--- config.mk ---
export PLATFORM = sky130hd
export DESIGN_NAME = irqcsr_unit
export DESIGN_NICKNAME = d
export VERILOG_FILES = /design/src/rtl/irqcsr_pkg.sv /design/src/rtl/irqcsr_decode.sv /design/src/rtl/irqcsr_regs.sv /design/src/rtl/irqcsr_gate.sv /design/src/rtl/irqcsr_unit.sv
export SDC_FILE = /design/constraint.sdc
export NUM_CORES = 1
export LEC_CHECK = 0
export BUFFER_PORTS_ARGS = -buffer_cell sky130_fd_sc_hd__clkbuf_2
export CORE_ASPECT_RATIO = 0.75
export CORE_UTILIZATION = 25
export DETAILED_ROUTE_END_ITERATION = 10
export PLACE_DENSITY_LB_ADDON = 0.3
export SETUP_SLACK_MARGIN = 0.3
export SLEW_MARGIN = 25
export SYNTH_ARGS = -nofsm -noshare
export SYNTH_HDL_FRONTEND = slang
export SYNTH_SLANG_ARGS = --single-unit
--- constraint.sdc ---
create_clock -name clk -period 1.6 [get_ports clk]
set_input_delay 0 -clock clk [delete_from_list [all_inputs] [get_ports clk]]
set_output_delay 0 -clock clk [all_outputs]
set_load 0.05 [all_outputs]
--- src/rtl/irqcsr_pkg.sv ---
package irqcsr_pkg;
  localparam int IRQ_W = 12;
  typedef logic [IRQ_W-1:0] irqv_t;

  localparam irqv_t VIEW_USER  = 12'h111;
  localparam irqv_t VIEW_SUPV  = 12'h333;
  localparam irqv_t VIEW_MACH  = 12'h999;
  localparam irqv_t DELEG_KEEP = 12'h111;

  localparam int BIT_UTMR = 4;
  localparam int BIT_STMR = 5;
  localparam int BIT_MTMR = 7;

  localparam logic [1:0] PRIV_MACH = 2'b11;

  localparam logic [7:0]  OFS_EN   = 8'h04;
  localparam logic [7:0]  OFS_PEND = 8'h44;
  localparam logic [11:0] ADR_IDLG = 12'h303;
  localparam logic [11:0] ADR_EDLG = 12'h302;
  localparam logic [11:0] ADR_CAUS = 12'h342;
  localparam logic [11:0] ADR_THRS = 12'h347;

  localparam logic [15:0] EDLG_KEEP = 16'hF7F7;
  localparam int THRS_W = 8;

  typedef enum logic [2:0] {
    SEL_NONE, SEL_EN, SEL_PEND, SEL_IDLG, SEL_EDLG, SEL_CAUS, SEL_THRS
  } csr_sel_e;

  function automatic irqv_t view_mask(input logic [1:0] lvl);
    irqv_t m;
    unique case (lvl)
      2'd0:    m = VIEW_USER;
      2'd1:    m = VIEW_SUPV;
      2'd2:    m = '0;
      default: m = VIEW_MACH;
    endcase
    return m;
  endfunction
endpackage

--- src/rtl/irqcsr_decode.sv ---
module irqcsr_decode
  import irqcsr_pkg::*;
(
  input  logic [11:0] addr,
  input  logic [1:0]  priv,
  output csr_sel_e    sel,
  output irqv_t       rd_mask,
  output irqv_t       en_wmask,
  output irqv_t       pend_wmask,
  output logic        priv_m
);
  logic space_ok;

  always_comb begin
    priv_m     = (priv == PRIV_MACH);
    rd_mask    = view_mask(addr[9:8]);
    en_wmask   = rd_mask;
    pend_wmask = rd_mask;
    pend_wmask[BIT_MTMR] = 1'b0;
    if (!priv_m) begin
      pend_wmask[BIT_STMR] = 1'b0;
      pend_wmask[BIT_UTMR] = 1'b0;
    end
  end

  always_comb begin
    space_ok = (addr[11:10] == 2'b00);
    if (space_ok && addr[7:0] == OFS_EN)        sel = SEL_EN;
    else if (space_ok && addr[7:0] == OFS_PEND) sel = SEL_PEND;
    else if (addr == ADR_IDLG)                  sel = SEL_IDLG;
    else if (addr == ADR_EDLG)                  sel = SEL_EDLG;
    else if (addr == ADR_CAUS)                  sel = SEL_CAUS;
    else if (addr == ADR_THRS)                  sel = SEL_THRS;
    else                                        sel = SEL_NONE;
  end
endmodule

--- src/rtl/irqcsr_regs.sv ---
module irqcsr_regs
  import irqcsr_pkg::*;
#(
  parameter int              XLEN       = 32,
  parameter logic [XLEN-1:0] CAUSE_KEEP = '0
) (
  input  logic            clk,
  input  logic            rst,
  input  logic            wr_en,
  input  csr_sel_e        sel,
  input  logic [XLEN-1:0] wdata,
  input  irqv_t           en_wmask,
  input  irqv_t           pend_wmask,
  input  logic            timer_irq,
  output irqv_t           en_q,
  output irqv_t           pend_q,
  output irqv_t           idlg_q,
  output logic [XLEN-1:0] edlg_q,
  output logic [XLEN-1:0] caus_q,
  output logic [XLEN-1:0] thrs_q
);
  localparam logic [XLEN-1:0] EDLG_M = XLEN'(EDLG_KEEP);

  irqv_t wlow;
  assign wlow = wdata[IRQ_W-1:0];

  always_ff @(posedge clk) begin
    if (rst) begin
      en_q   <= '0;
      pend_q <= '0;
      idlg_q <= '0;
      edlg_q <= '0;
      caus_q <= '0;
      thrs_q <= '0;
    end else begin
      if (wr_en) begin
        unique case (sel)
          SEL_EN:   en_q   <= (en_q & ~en_wmask) | (wlow & en_wmask);
          SEL_PEND: pend_q <= (pend_q & ~pend_wmask) | (wlow & pend_wmask);
          SEL_IDLG: idlg_q <= (idlg_q & ~DELEG_KEEP) | (wlow & DELEG_KEEP);
          SEL_EDLG: edlg_q <= (edlg_q & ~EDLG_M) | (wdata & EDLG_M);
          SEL_CAUS: caus_q <= wdata & CAUSE_KEEP;
          SEL_THRS: thrs_q <= XLEN'(wdata[THRS_W-1:0]);
          default:  ;
        endcase
      end
      pend_q[BIT_MTMR] <= timer_irq;
    end
  end
endmodule

--- src/rtl/irqcsr_gate.sv ---
module irqcsr_gate
  import irqcsr_pkg::*;
(
  input  logic       clk,
  input  logic       rst,
  input  irqv_t      pend,
  input  irqv_t      en,
  input  irqv_t      idlg,
  input  logic [1:0] priv,
  input  logic       glob_mie,
  output irqv_t      vec_q,
  output logic       req_q
);
  irqv_t raw;
  logic  open_g;

  for (genvar b = 0; b < IRQ_W; b++) begin : g_bit
    assign raw[b] = pend[b] & en[b] & ~idlg[b];
  end

  assign open_g = (priv != PRIV_MACH) || glob_mie;

  always_ff @(posedge clk) begin
    if (rst) begin
      vec_q <= '0;
      req_q <= 1'b0;
    end else begin
      vec_q <= open_g ? raw : '0;
      req_q <= open_g & (|raw);
    end
  end
endmodule

--- src/rtl/irqcsr_unit.sv ---
module irqcsr_unit
  import irqcsr_pkg::*;
#(
  parameter int XLEN          = 32,
  parameter bit LOCAL_IRQ_EN  = 1'b0,
  parameter int NUM_LOCAL_IRQ = 16
) (
  input  logic            clk,
  input  logic            rst,
  input  logic            csr_req,
  input  logic            csr_we,
  input  logic [11:0]     csr_addr,
  input  logic [XLEN-1:0] csr_wdata,
  input  logic [1:0]      cur_priv,
  input  logic            glob_mie,
  input  logic            timer_irq,
  output logic [XLEN-1:0] csr_rdata,
  output logic [11:0]     irq_vec,
  output logic            irq_req
);
  localparam int MAX_IRQ = 16 + (LOCAL_IRQ_EN ? NUM_LOCAL_IRQ : 0);
  localparam logic [XLEN-1:0] CAUSE_KEEP =
    (XLEN'(1) << (XLEN - 1)) | XLEN'(MAX_IRQ - 1);

  csr_sel_e        sel;
  irqv_t           rd_mask, en_wmask, pend_wmask;
  logic            priv_m;
  irqv_t           en_q, pend_q, idlg_q, view_dlg;
  logic [XLEN-1:0] edlg_q, caus_q, thrs_q, rd_val;

  irqcsr_decode u_dec (
    .addr(csr_addr), .priv(cur_priv), .sel(sel), .rd_mask(rd_mask),
    .en_wmask(en_wmask), .pend_wmask(pend_wmask), .priv_m(priv_m)
  );

  irqcsr_regs #(.XLEN(XLEN), .CAUSE_KEEP(CAUSE_KEEP)) u_regs (
    .clk(clk), .rst(rst), .wr_en(csr_req & csr_we), .sel(sel),
    .wdata(csr_wdata), .en_wmask(en_wmask), .pend_wmask(pend_wmask),
    .timer_irq(timer_irq), .en_q(en_q), .pend_q(pend_q), .idlg_q(idlg_q),
    .edlg_q(edlg_q), .caus_q(caus_q), .thrs_q(thrs_q)
  );

  irqcsr_gate u_gate (
    .clk(clk), .rst(rst), .pend(pend_q), .en(en_q), .idlg(idlg_q),
    .priv(cur_priv), .glob_mie(glob_mie), .vec_q(irq_vec), .req_q(irq_req)
  );

  assign view_dlg = priv_m ? {IRQ_W{1'b1}} : idlg_q;

  always_comb begin
    unique case (sel)
      SEL_EN:   rd_val = XLEN'(en_q & rd_mask & view_dlg);
      SEL_PEND: rd_val = XLEN'(pend_q & rd_mask & view_dlg);
      SEL_IDLG: rd_val = XLEN'(idlg_q);
      SEL_EDLG: rd_val = edlg_q;
      SEL_CAUS: rd_val = caus_q;
      SEL_THRS: rd_val = thrs_q;
      default:  rd_val = '0;
    endcase
  end

  always_ff @(posedge clk) begin
    if (rst)          csr_rdata <= '0;
    else if (csr_req) csr_rdata <= rd_val;
  end
endmodule

==> results.py, run 1 <==
metrics = {
    "floorplanning": {
        "pin_count": 97,
        "die-area_um2": 14350,
        "design.core.area_um2": 13240,
        "die_x_um": 138.0,
        "start_util_pct": 26.19,
        "num_rows": 36,
        "die_y_um": 104.0,
    },
    "placement": {
        "gp_congestion": 0.8925,
        "placed_cell_area_um2": 4061,
        "dp_cells": 617,
        "dp_hpwl_mm": 7.538,
        "io_buffers": 78,
        "place_ws_ps": -107.2,
    },
    "cells_and_area": {
        "final_cells": 654,
        "drive_above_1_share_pct": 33.95,
        "diodes": 0,
        "final_common_cell": "clkbuf_2",
        "layout_common_cells": "clkbuf_2, dfxtp_1, nor2_1, nand2_1, mux2i_1",
        "syn_to_final_growth_pct": 35.39,
        "finalInstanceArea_um2": 4696,
        "finalNetCount": 531,
    },
    "synth": {
        "ys_seq_area_share_pct": 43.87,
        "syn_area_um2": 3468,
        "synth-seq-cells": 76,
        "synth_flop_cell": "dfxtp_1",
        "ys_types": 57,
        "yosysWarnings": 0,
        "postSynthCellCount": 377,
        "async_flop_share_pct": 0,
        "synth-edff-count": 0,
        "synth.avg_cell_area_um2": 9.200,
    },
    "clock_tree": {
        "cts_max_path_buffers": 2,
        "cts_tree": "built",
        "clock_latency_ps": 340,
        "cts.sinks": 76,
        "clk_pin_slew_ps": 50,
        "htree_levels": 3,
        "numCtsBuffers": 9,
        "root_buffer": "clkbuf_16",
    },
    "timing": {
        "worst_clock_skew_ps": 8.095,
        "setup_viol": 0,
        "slew_violations": 0,
        "rsz0062_at_grt": "true",
        "tns_ps": 0,
        "max_freq_mhz": 760.9,
        "tightest_slew_ps": 738.8,
        "final.period_utilization_pct": 82.14,
        "period_minus_slack_ps": 1314,
        "finalHoldViolCount": 0,
        "slew_headroom_pct": 50.42,
        "fin_ws_ps": 285.8,
    },
    "global_route": {
        "grt_usage_pct": 14.10,
        "grt_pass1_wl_mm": 15.61,
        "grt_antenna_before_repair": 0,
        "overflow": 0,
        "grt_pass1_vias": 2910,
        "grt_start_max_net_pins": 31,
    },
    "setup_path": {
        "r2r_slack_ps": 370,
        "worstPathRequired_ps": 1820,
        "critPathLaunchType": "input port",
        "cp.arrival_ps": 1530,
        "criticalPathCategory": "input port to flop",
        "crit_fanout": 8,
        "crit_path_end_kind": "flop",
    },
    "routing": {
        "drt_iter0_drc": 215,
        "drc_errors": 0,
        "num_vias": 3073,
        "first_pass_iters": 4,
        "wl_per_cell_um": 15.26,
        "ant_nets": 0,
        "vias_per_cell": 4.699,
        "postRouteWirelength_mm": 9.982,
    },
    "power": {
        "finalPower_w": 0.004518,
        "max-vdd-ir-drop_uv": 562.6,
        "power.leakage_nw": 1.924,
        "power_density_nw_per_um2": 962.2,
    },
    "outcome": {
        "status": "finished clean",
    },
    "job": {
        "maxCapViolCount": 0,
    },
    "min_path": {
        "worst_hold_path_type": "input port to flop",
    },
}
[critical path, stage by stage]
cell and delay [ps]:
buf_6 90, or3_4 440, nor4_4 380, buf_4 200
nand3_2 150, mux2i_1 200, nor2_1 50
[cell usage after synthesis (all sizes together) (2+ instances only)]
master / count / area share, %
a21o: 2 / 0.43
a21oi: 21 / 4.1
a22o: 3 / 0.76
a22oi: 12 / 2.6
a32oi: 2 / 0.51
and2: 6 / 1.2
and3: 3 / 0.58
and3b: 2 / 0.51
buf: 28 / 6.3
clkbuf: 7 / 1.0
dfxtp: 76 / 44
inv: 2 / 0.22
mux2: 5 / 1.6
mux2i: 39 / 11
nand2: 49 / 5.3
nand3: 9 / 1.4
nand4: 3 / 0.54
nor2: 54 / 5.8
nor2b: 3 / 0.54
nor3: 11 / 1.7
nor3b: 2 / 0.58
nor4: 5 / 1.9
o211ai: 5 / 1.1
o21ai: 6 / 0.87
o22ai: 3 / 0.54
or3: 3 / 0.72
[where the power goes]
group	leakage (nW)	internal [W]	switching [W]	total, W
clock network	0.168	0.00155	0.000770	0.00232
logic	1.14	0.000122	0.000181	0.000303
registers	0.613	0.00189	0.000000753	0.00189
[flip-flops by register name, indices dropped and copies added, names as in the netlist]
signal,cells
u_gate.vec_q,9
u_regs.en_q,9
csr_rdata,18
u_regs.pend_q,9
u_gate.req_q,1
u_regs.caus_q,5
u_regs.thrs_q,8
u_regs.idlg_q,3
u_regs.edlg_q,14
[per-layer routing]
metal  global-route usage (%)  share of wire (%)  up-vias
met2                    21.11                 43      102
met3                    4.006                6.2       15
met1                    18.99                 49     1448
li1                         -                  -     1508
met4                    5.495                1.8        0
met5                        0                  0        -
[worst paths after layout]
kind / start / to / cells past startpoint
min reg2reg: u_regs.edlg_q[0] / u_regs.edlg_q[0] / 2
max: csr_addr[10] / u_regs.idlg_q[0] / 7
max reg2reg: u_regs.thrs_q[0] / csr_rdata[0] / 5
min: csr_wdata[3] / u_regs.caus_q[3] / 3
[logic make-up after synthesis]
logic type	share of synthesized area [%]
other	0.1081
AND/OR/NAND/NOR	21.90
AO/OA/AOI/OAI	13.42
flip-flops	43.87
multiplexers	12.88
buffers and inverters	7.828
[through the flow]
stage	hold WS [ps]	util (%)
global placement	228.2	30.67
floorplan	128.2	-
CTS	16.06	34.68
finish	17.38	35.46
detailed placement	222.7	30.67
global route	34.27	35.46
[area by class of cell]
cell class / instances / area [um2]
Fill cell: 1356 / 8547
Multi-Input combinational cell: 265 / 1778
Sequential cell: 76 / 1524
Timing Repair Buffer: 125 / 833.3
Clock buffer: 10 / 239.0
Tap cell: 171 / 214.0
Clock inverter: 5 / 100.1
Inverter: 2 / 7.507
[repair_timing]
item	4_1_cts	5_1_grt
setup buffers	1	4
endpoints found under the setup margin	33	47
hold buffers	17	0
pin swaps	1	10
hold endpoints to repair	29	0
gates resized for setup	5	18
Power figures use the tool's default switching activity.
==> run 2, diff against run 1 <==
==> constraint.sdc (replaced) <==
create_clock -name clk -period 1.3 [get_ports clk]
set_input_delay 0 -clock clk [delete_from_list [all_inputs] [get_ports clk]]
set_output_delay 0 -clock clk [all_outputs]
set_load 0.05 [all_outputs]
==> results.py, run 2 (synthesis gave the netlist of run 1 again) <==
metrics = {
    "outcome": {
        "status": "complete, but fails checks",
        "failed_checks": "negative hold slack",
    },
    "floorplanning": {
        "die_x_um": 138.0,
        "die_y_um": 104.0,
        "die-area_um2": 14350,
        "design.core.area_um2": 13240,
        "start_util_pct": 26.19,
        "num_rows": 36,
        "pin_count": 97,
    },
    "timing": {
        "slew_headroom_pct": 46.85,
        "max_freq_mhz": 778.2,
        "setup_viol": 0,
        "tightest_slew_ps": 791.9,
        "period_minus_slack_ps": 1285,
        "final.period_utilization_pct": 98.85,
        "rsz0062_at_grt": "true",
        "slew_violations": 0,
        "hold-worst-slack_ps": -11.71,
        "worst_clock_skew_ps": 9.611,
        "finalHoldViolCount": 1,
    },
    "cells_and_area": {
        "layout_common_cells": "dfxtp_1, buf_4, nor2_1, clkbuf_2, mux2i_1",
        "diodes": 0,
        "largest-register": "csr_rdata",
        "drive_above_1_share_pct": 49.33,
        "top_regs": "csr_rdata x18, u_regs.edlg_q x14",
        "largest_reg_flops": 18,
        "final_cells": 692,
        "final_common_cell": "dfxtp_1",
        "finalNetCount": 568,
        "syn_to_final_growth_pct": 60.89,
    },
    "power": {
        "pwr-share-comb_pct": 8.4,
        "p_int_w": 0.003905,
        "power.leakage_nw": 2.221,
        "p_sw_w": 0.001247,
        "power_density_nw_per_um2": 923.2,
        "seqPwrFrac_pct": 45.2,
        "clkPwrFrac_pct": 46.4,
        "max-vdd-ir-drop_uv": 670.3,
        "finalPower_w": 0.005152,
        "p_sw_share_pct": 24.20,
    },
    "routing": {
        "wl_per_cell_um": 16.18,
        "drc_errors": 0,
        "num_vias": 3244,
        "ant_nets": 0,
        "drt_iter0_drc": 188,
        "postRouteWirelength_mm": 11.20,
        "first_pass_iters": 4,
        "vias_per_cell": 4.688,
    },
    "setup_path": {
        "crit_path_end_kind": "flop",
        "max_stage_delay_ps": 430,
        "criticalPathCategory": "input port to flop",
        "cp_slowest_cell": "or3_4",
        "worstPathRequired_ps": 1510,
        "critPathLaunchType": "input port",
        "crit_path_frequent_cell": "buf_6",
        "crit_fanout": 5,
        "path_cells": "buf_6, or3_4, nor4_4, buf_4, and2_4, buf_6, mux2i_1, nor2_1",
        "cp.arrival_ps": 1500,
        "worst-path-buf-inv": 3,
        "path_delay_family": "simple AND/OR/NAND/NOR gates",
    },
    "placement": {
        "gp_congestion": 0.8120,
        "dp_cells": 642,
        "dp_hpwl_mm": 7.857,
        "io_buffers": 78,
    },
    "clock_tree": {
        "cts_max_path_buffers": 2,
        "clock_latency_ps": 340,
        "htree_levels": 3,
        "cts_tree": "built",
        "clk_pin_slew_ps": 50,
        "cts.sinks": 76,
        "numCtsBuffers": 9,
        "root_buffer": "clkbuf_16",
    },
    "global_route": {
        "grt_usage_pct": 15.98,
        "overflow": 0,
        "grt_pass1_vias": 3227,
        "grt_pass1_wl_mm": 17.75,
        "grt_start_max_net_pins": 33,
        "grt_antenna_before_repair": 0,
    },
    "min_path": {
        "worst_hold_path_type": "input port to flop",
    },
    "job": {
        "maxCapViolCount": 0,
    },
}
run 2: cell count changes in the layout (fill, tap and decap cells not counted), moves of 6 or more:
cell	before	now
nand2_2	0	9
nand2_4	0	9
buf_6	2	13
clkbuf_2	75	48
a22oi_1	11	5
a22oi_2	1	7
buf_4	28	53
clkbuf_16	9	18
nand2_1	49	30
buf_2	0	7
buf_12	2	9
run 2: cell type report:
class / count / area, um2
Clock buffer: 11 / 252.7
Clock inverter: 5 / 35.03
Fill cell: 1262 / 7662
Inverter: 2 / 7.507
Multi-Input combinational cell: 266 / 2101
Sequential cell: 76 / 1533
Tap cell: 171 / 214.0
Timing Repair Buffer: 161 / 1438
run 2: worst paths after layout:
kind / slack (ps) / startpoint / endpoint / cells after the start
worst max register to register: 40 / u_regs.thrs_q[0] / csr_rdata[0] / 5
worst min register to register: 460 / u_regs.edlg_q[0] / u_regs.edlg_q[0] / 2
worst min-delay path: -10 / csr_wdata[0] / u_regs.edlg_q[0] / 3
worst max-delay path: 10 / csr_addr[10] / u_regs.thrs_q[0] / 8
run 2: per-stage QoR:
step / cell area, um2 / setup slack, ps / hold slack, ps / utilization [%] / setup TNS [ps]
6_report: 5580 / 14.95 / -11.71 / 42.14 / 0
5_1_grt: 5580 / -36.38 / 16.21 / 42.14 / -181.0
4_1_cts: 5356 / 41.70 / 7.424 / 40.45 / 0
3_5_place_dp: 4260 / -340.0 / 240.7 / 32.17 / -16180
3_3_place_gp: 4260 / -312.8 / 219.7 / 32.17 / -15130
2_1_floorplan: 3552 / -122.0 / 128.2 / - / -2475
run 2: worst register-to-register path: cells and delay by family, from the launching register on:
family	cells	cell delay (ps)
AND/OR/NAND/NOR	1	140
AO/OA/AOI/OAI	4	690
flip-flops	1	320
run 2: repair_timing:
item	CTS	global route
pin swaps	43	20
setup buffers	11	5
endpoints found under the setup margin	84	90
gates resized for setup	124	58
hold buffers	16	0
gates cloned	2	0
endpoints found under the hold margin	29	0
run 2: metal layers:
| metal | vias to the layer above | global-route usage (%) | share of wire [%] |
|---|---|---|---|
| met1 | 1569 | 21.39 | 47 |
| met3 | 12 | 4.512 | 4.8 |
| met5 | - | 0 | 0 |
| met2 | 75 | 24.61 | 46 |
| met4 | 0 | 5.181 | 1.7 |
| li1 | 1588 | - | - |
run 2: power groups by stage:
stage / clock network (W) / registers, W / logic (W)
finish: 0.00239 / 0.00233 / 0.000434
global route: 0.00254 / 0.00233 / 0.000464
CTS: 0.00243 / 0.00233 / 0.000420
detailed placement: 0 / 0.00238 / 0.000354
global placement: 0 / 0.00238 / 0.000352
floorplan: 0 / 0.00238 / 0.000173
==> run 3, diff against run 2 <==
--- a/config.mk
+++ b/config.mk
@@ -10,7 +10,7 @@
 export CORE_UTILIZATION = 25
 export DETAILED_ROUTE_END_ITERATION = 10
 export PLACE_DENSITY_LB_ADDON = 0.3
-export SETUP_SLACK_MARGIN = 0.3
+export SETUP_SLACK_MARGIN = 0.4
 export SLEW_MARGIN = 25
 export SYNTH_ARGS = -nofsm -noshare
 export SYNTH_HDL_FRONTEND = slang
==> results.py, run 3 (synthesis gave the netlist of run 1 again) <==
metrics = {
    "cells_and_area": {
        "final_common_cell": "buf_4",
        "finalNetCount": 567,
        "diodes": 0,
        "syn_to_final_growth_pct": 67.14,
        "drive_above_1_share_pct": 53.85,
        "top_regs": "csr_rdata x18, u_regs.edlg_q x14",
        "largest_reg_flops": 18,
        "finalInstanceArea_um2": 5797,
        "largest-register": "csr_rdata",
        "final_cells": 691,
        "layout_common_cells": "buf_4, nor2_1, dfxtp_1, mux2i_1, clkbuf_2",
    },
    "placement": {
        "gp_congestion": 0.8120,
        "place_ws_ps": -340.0,
        "dp_hpwl_mm": 7.857,
        "dp_cells": 642,
        "io_buffers": 78,
        "placed_cell_area_um2": 4260,
    },
    "outcome": {
        "status": "complete, but fails checks",
        "failed_checks": "negative hold slack",
    },
    "timing": {
        "slew_violations": 0,
        "slew_headroom_pct": 44.10,
        "max_freq_mhz": 775.1,
        "setup_viol": 0,
        "hold-worst-slack_ps": -4.323,
        "rsz0062_at_grt": "true",
        "worst_clock_skew_ps": 10.46,
        "tightest_slew_ps": 832.9,
        "tns_ps": 0,
        "finalHoldViolCount": 1,
        "final.period_utilization_pct": 99.24,
        "fin_ws_ps": 9.908,
        "period_minus_slack_ps": 1290,
    },
    "power": {
        "finalPower_w": 0.005154,
        "power.leakage_nw": 2.270,
        "max-vdd-ir-drop_uv": 671.7,
        "power_density_nw_per_um2": 889.1,
    },
    "global_route": {
        "grt_antenna_before_repair": 0,
        "overflow": 0,
        "grt_start_max_net_pins": 33,
        "grt_usage_pct": 16.17,
        "grt_pass1_vias": 3261,
        "grt_pass1_wl_mm": 17.97,
    },
    "routing": {
        "wl_per_cell_um": 16.58,
        "first_pass_iters": 4,
        "postRouteWirelength_mm": 11.46,
        "vias_per_cell": 4.777,
        "drc_errors": 0,
        "ant_nets": 0,
        "num_vias": 3301,
        "drt_iter0_drc": 207,
    },
    "floorplanning": {
        "die-area_um2": 14350,
        "pin_count": 97,
        "die_y_um": 104.0,
        "start_util_pct": 26.19,
        "design.core.area_um2": 13240,
        "num_rows": 36,
        "die_x_um": 138.0,
    },
    "clock_tree": {
        "numCtsBuffers": 9,
        "htree_levels": 3,
        "clk_pin_slew_ps": 50,
        "clock_latency_ps": 340,
        "cts.sinks": 76,
        "cts_max_path_buffers": 2,
        "cts_tree": "built",
        "root_buffer": "clkbuf_16",
    },
    "setup_path": {
        "crit_path_end_kind": "flop",
        "critPathLaunchType": "input port",
        "worstPathRequired_ps": 1510,
        "cp.arrival_ps": 1500,
        "criticalPathCategory": "input port to flop",
        "crit_fanout": 5,
    },
    "job": {
        "maxCapViolCount": 0,
    },
    "min_path": {
        "worst_hold_path_type": "input port to flop",
    },
}
[run 3: changes by cell type in the layout (fill, tap and decap cells not counted), moves of 4 or more]
| cell | previous run | this run |
|---|---|---|
| clkbuf_2 | 48 | 34 |
| nand2_2 | 9 | 13 |
| dfxtp_2 | 6 | 24 |
| nand2_1 | 30 | 26 |
| buf_2 | 7 | 0 |
| buf_8 | 1 | 13 |
| dfxtp_1 | 69 | 50 |
| clkbuf_8 | 2 | 7 |
[run 3: routing by layer]
metal / vias to the layer above / GRT usage, % / routed length (um)
met3: 13 / 4.512 / 566
met5: - / 0 / 0
met2: 78 / 25.25 / 5315
li1: 1588 / - / -
met1: 1622 / 21.42 / 5376
met4: 0 / 5.181 / 198
[run 3: critical path: stages]
cell and delay (ps):
buf_6 90, or3_4 440, nor4_4 260, buf_4 190
and2_4 190, buf_6 110, mux2i_1 170, nor2_1 60
[run 3: final timing paths]
kind	start	endpoint	depth (start not counted)	slack, ps
worst min register to register	u_regs.edlg_q[0]	u_regs.edlg_q[0]	2	460
worst max-delay path	csr_addr[10]	u_regs.thrs_q[0]	8	10
worst min-delay path	csr_wdata[0]	u_regs.edlg_q[0]	3	-4
worst max register to register	u_regs.thrs_q[0]	csr_rdata[0]	5	40
[run 3: timing repair]
| action | 4_1_cts | 5_1_grt |
|---|---|---|
| hold buffers | 16 | 0 |
| buffers inserted | 11 | 4 |
| gates cloned | 2 | 0 |
| setup endpoints to repair | 107 | 94 |
| endpoints found under the hold margin | 29 | 0 |
| gates resized for setup | 187 | 61 |
| pin swaps | 46 | 18 |
[run 3: stage by stage]
step,util [%],hold slack (ps)
floorplan,-,128.2
global placement,32.17,219.7
global route,43.77,17.30
finish,43.77,-4.323
CTS,42.19,7.424
detailed placement,32.17,240.7
[run 3: where the power goes]
part / leakage [nW] / internal (W) / switching, W
clock: 0.142 / 0.00140 / 0.000991
combinational: 1.50 / 0.000178 / 0.000259
sequential: 0.626 / 0.00233 / 0.00000134
[run 3: final cells by class]
type	instances	area [um2]
Fill cell	1233	7446
Multi-Input combinational cell	266	2111
Timing Repair Buffer	160	1618
Sequential cell	76	1559
Clock buffer	11	252.7
Tap cell	171	214.0
Clock inverter	5	35.03
Inverter	2	7.507
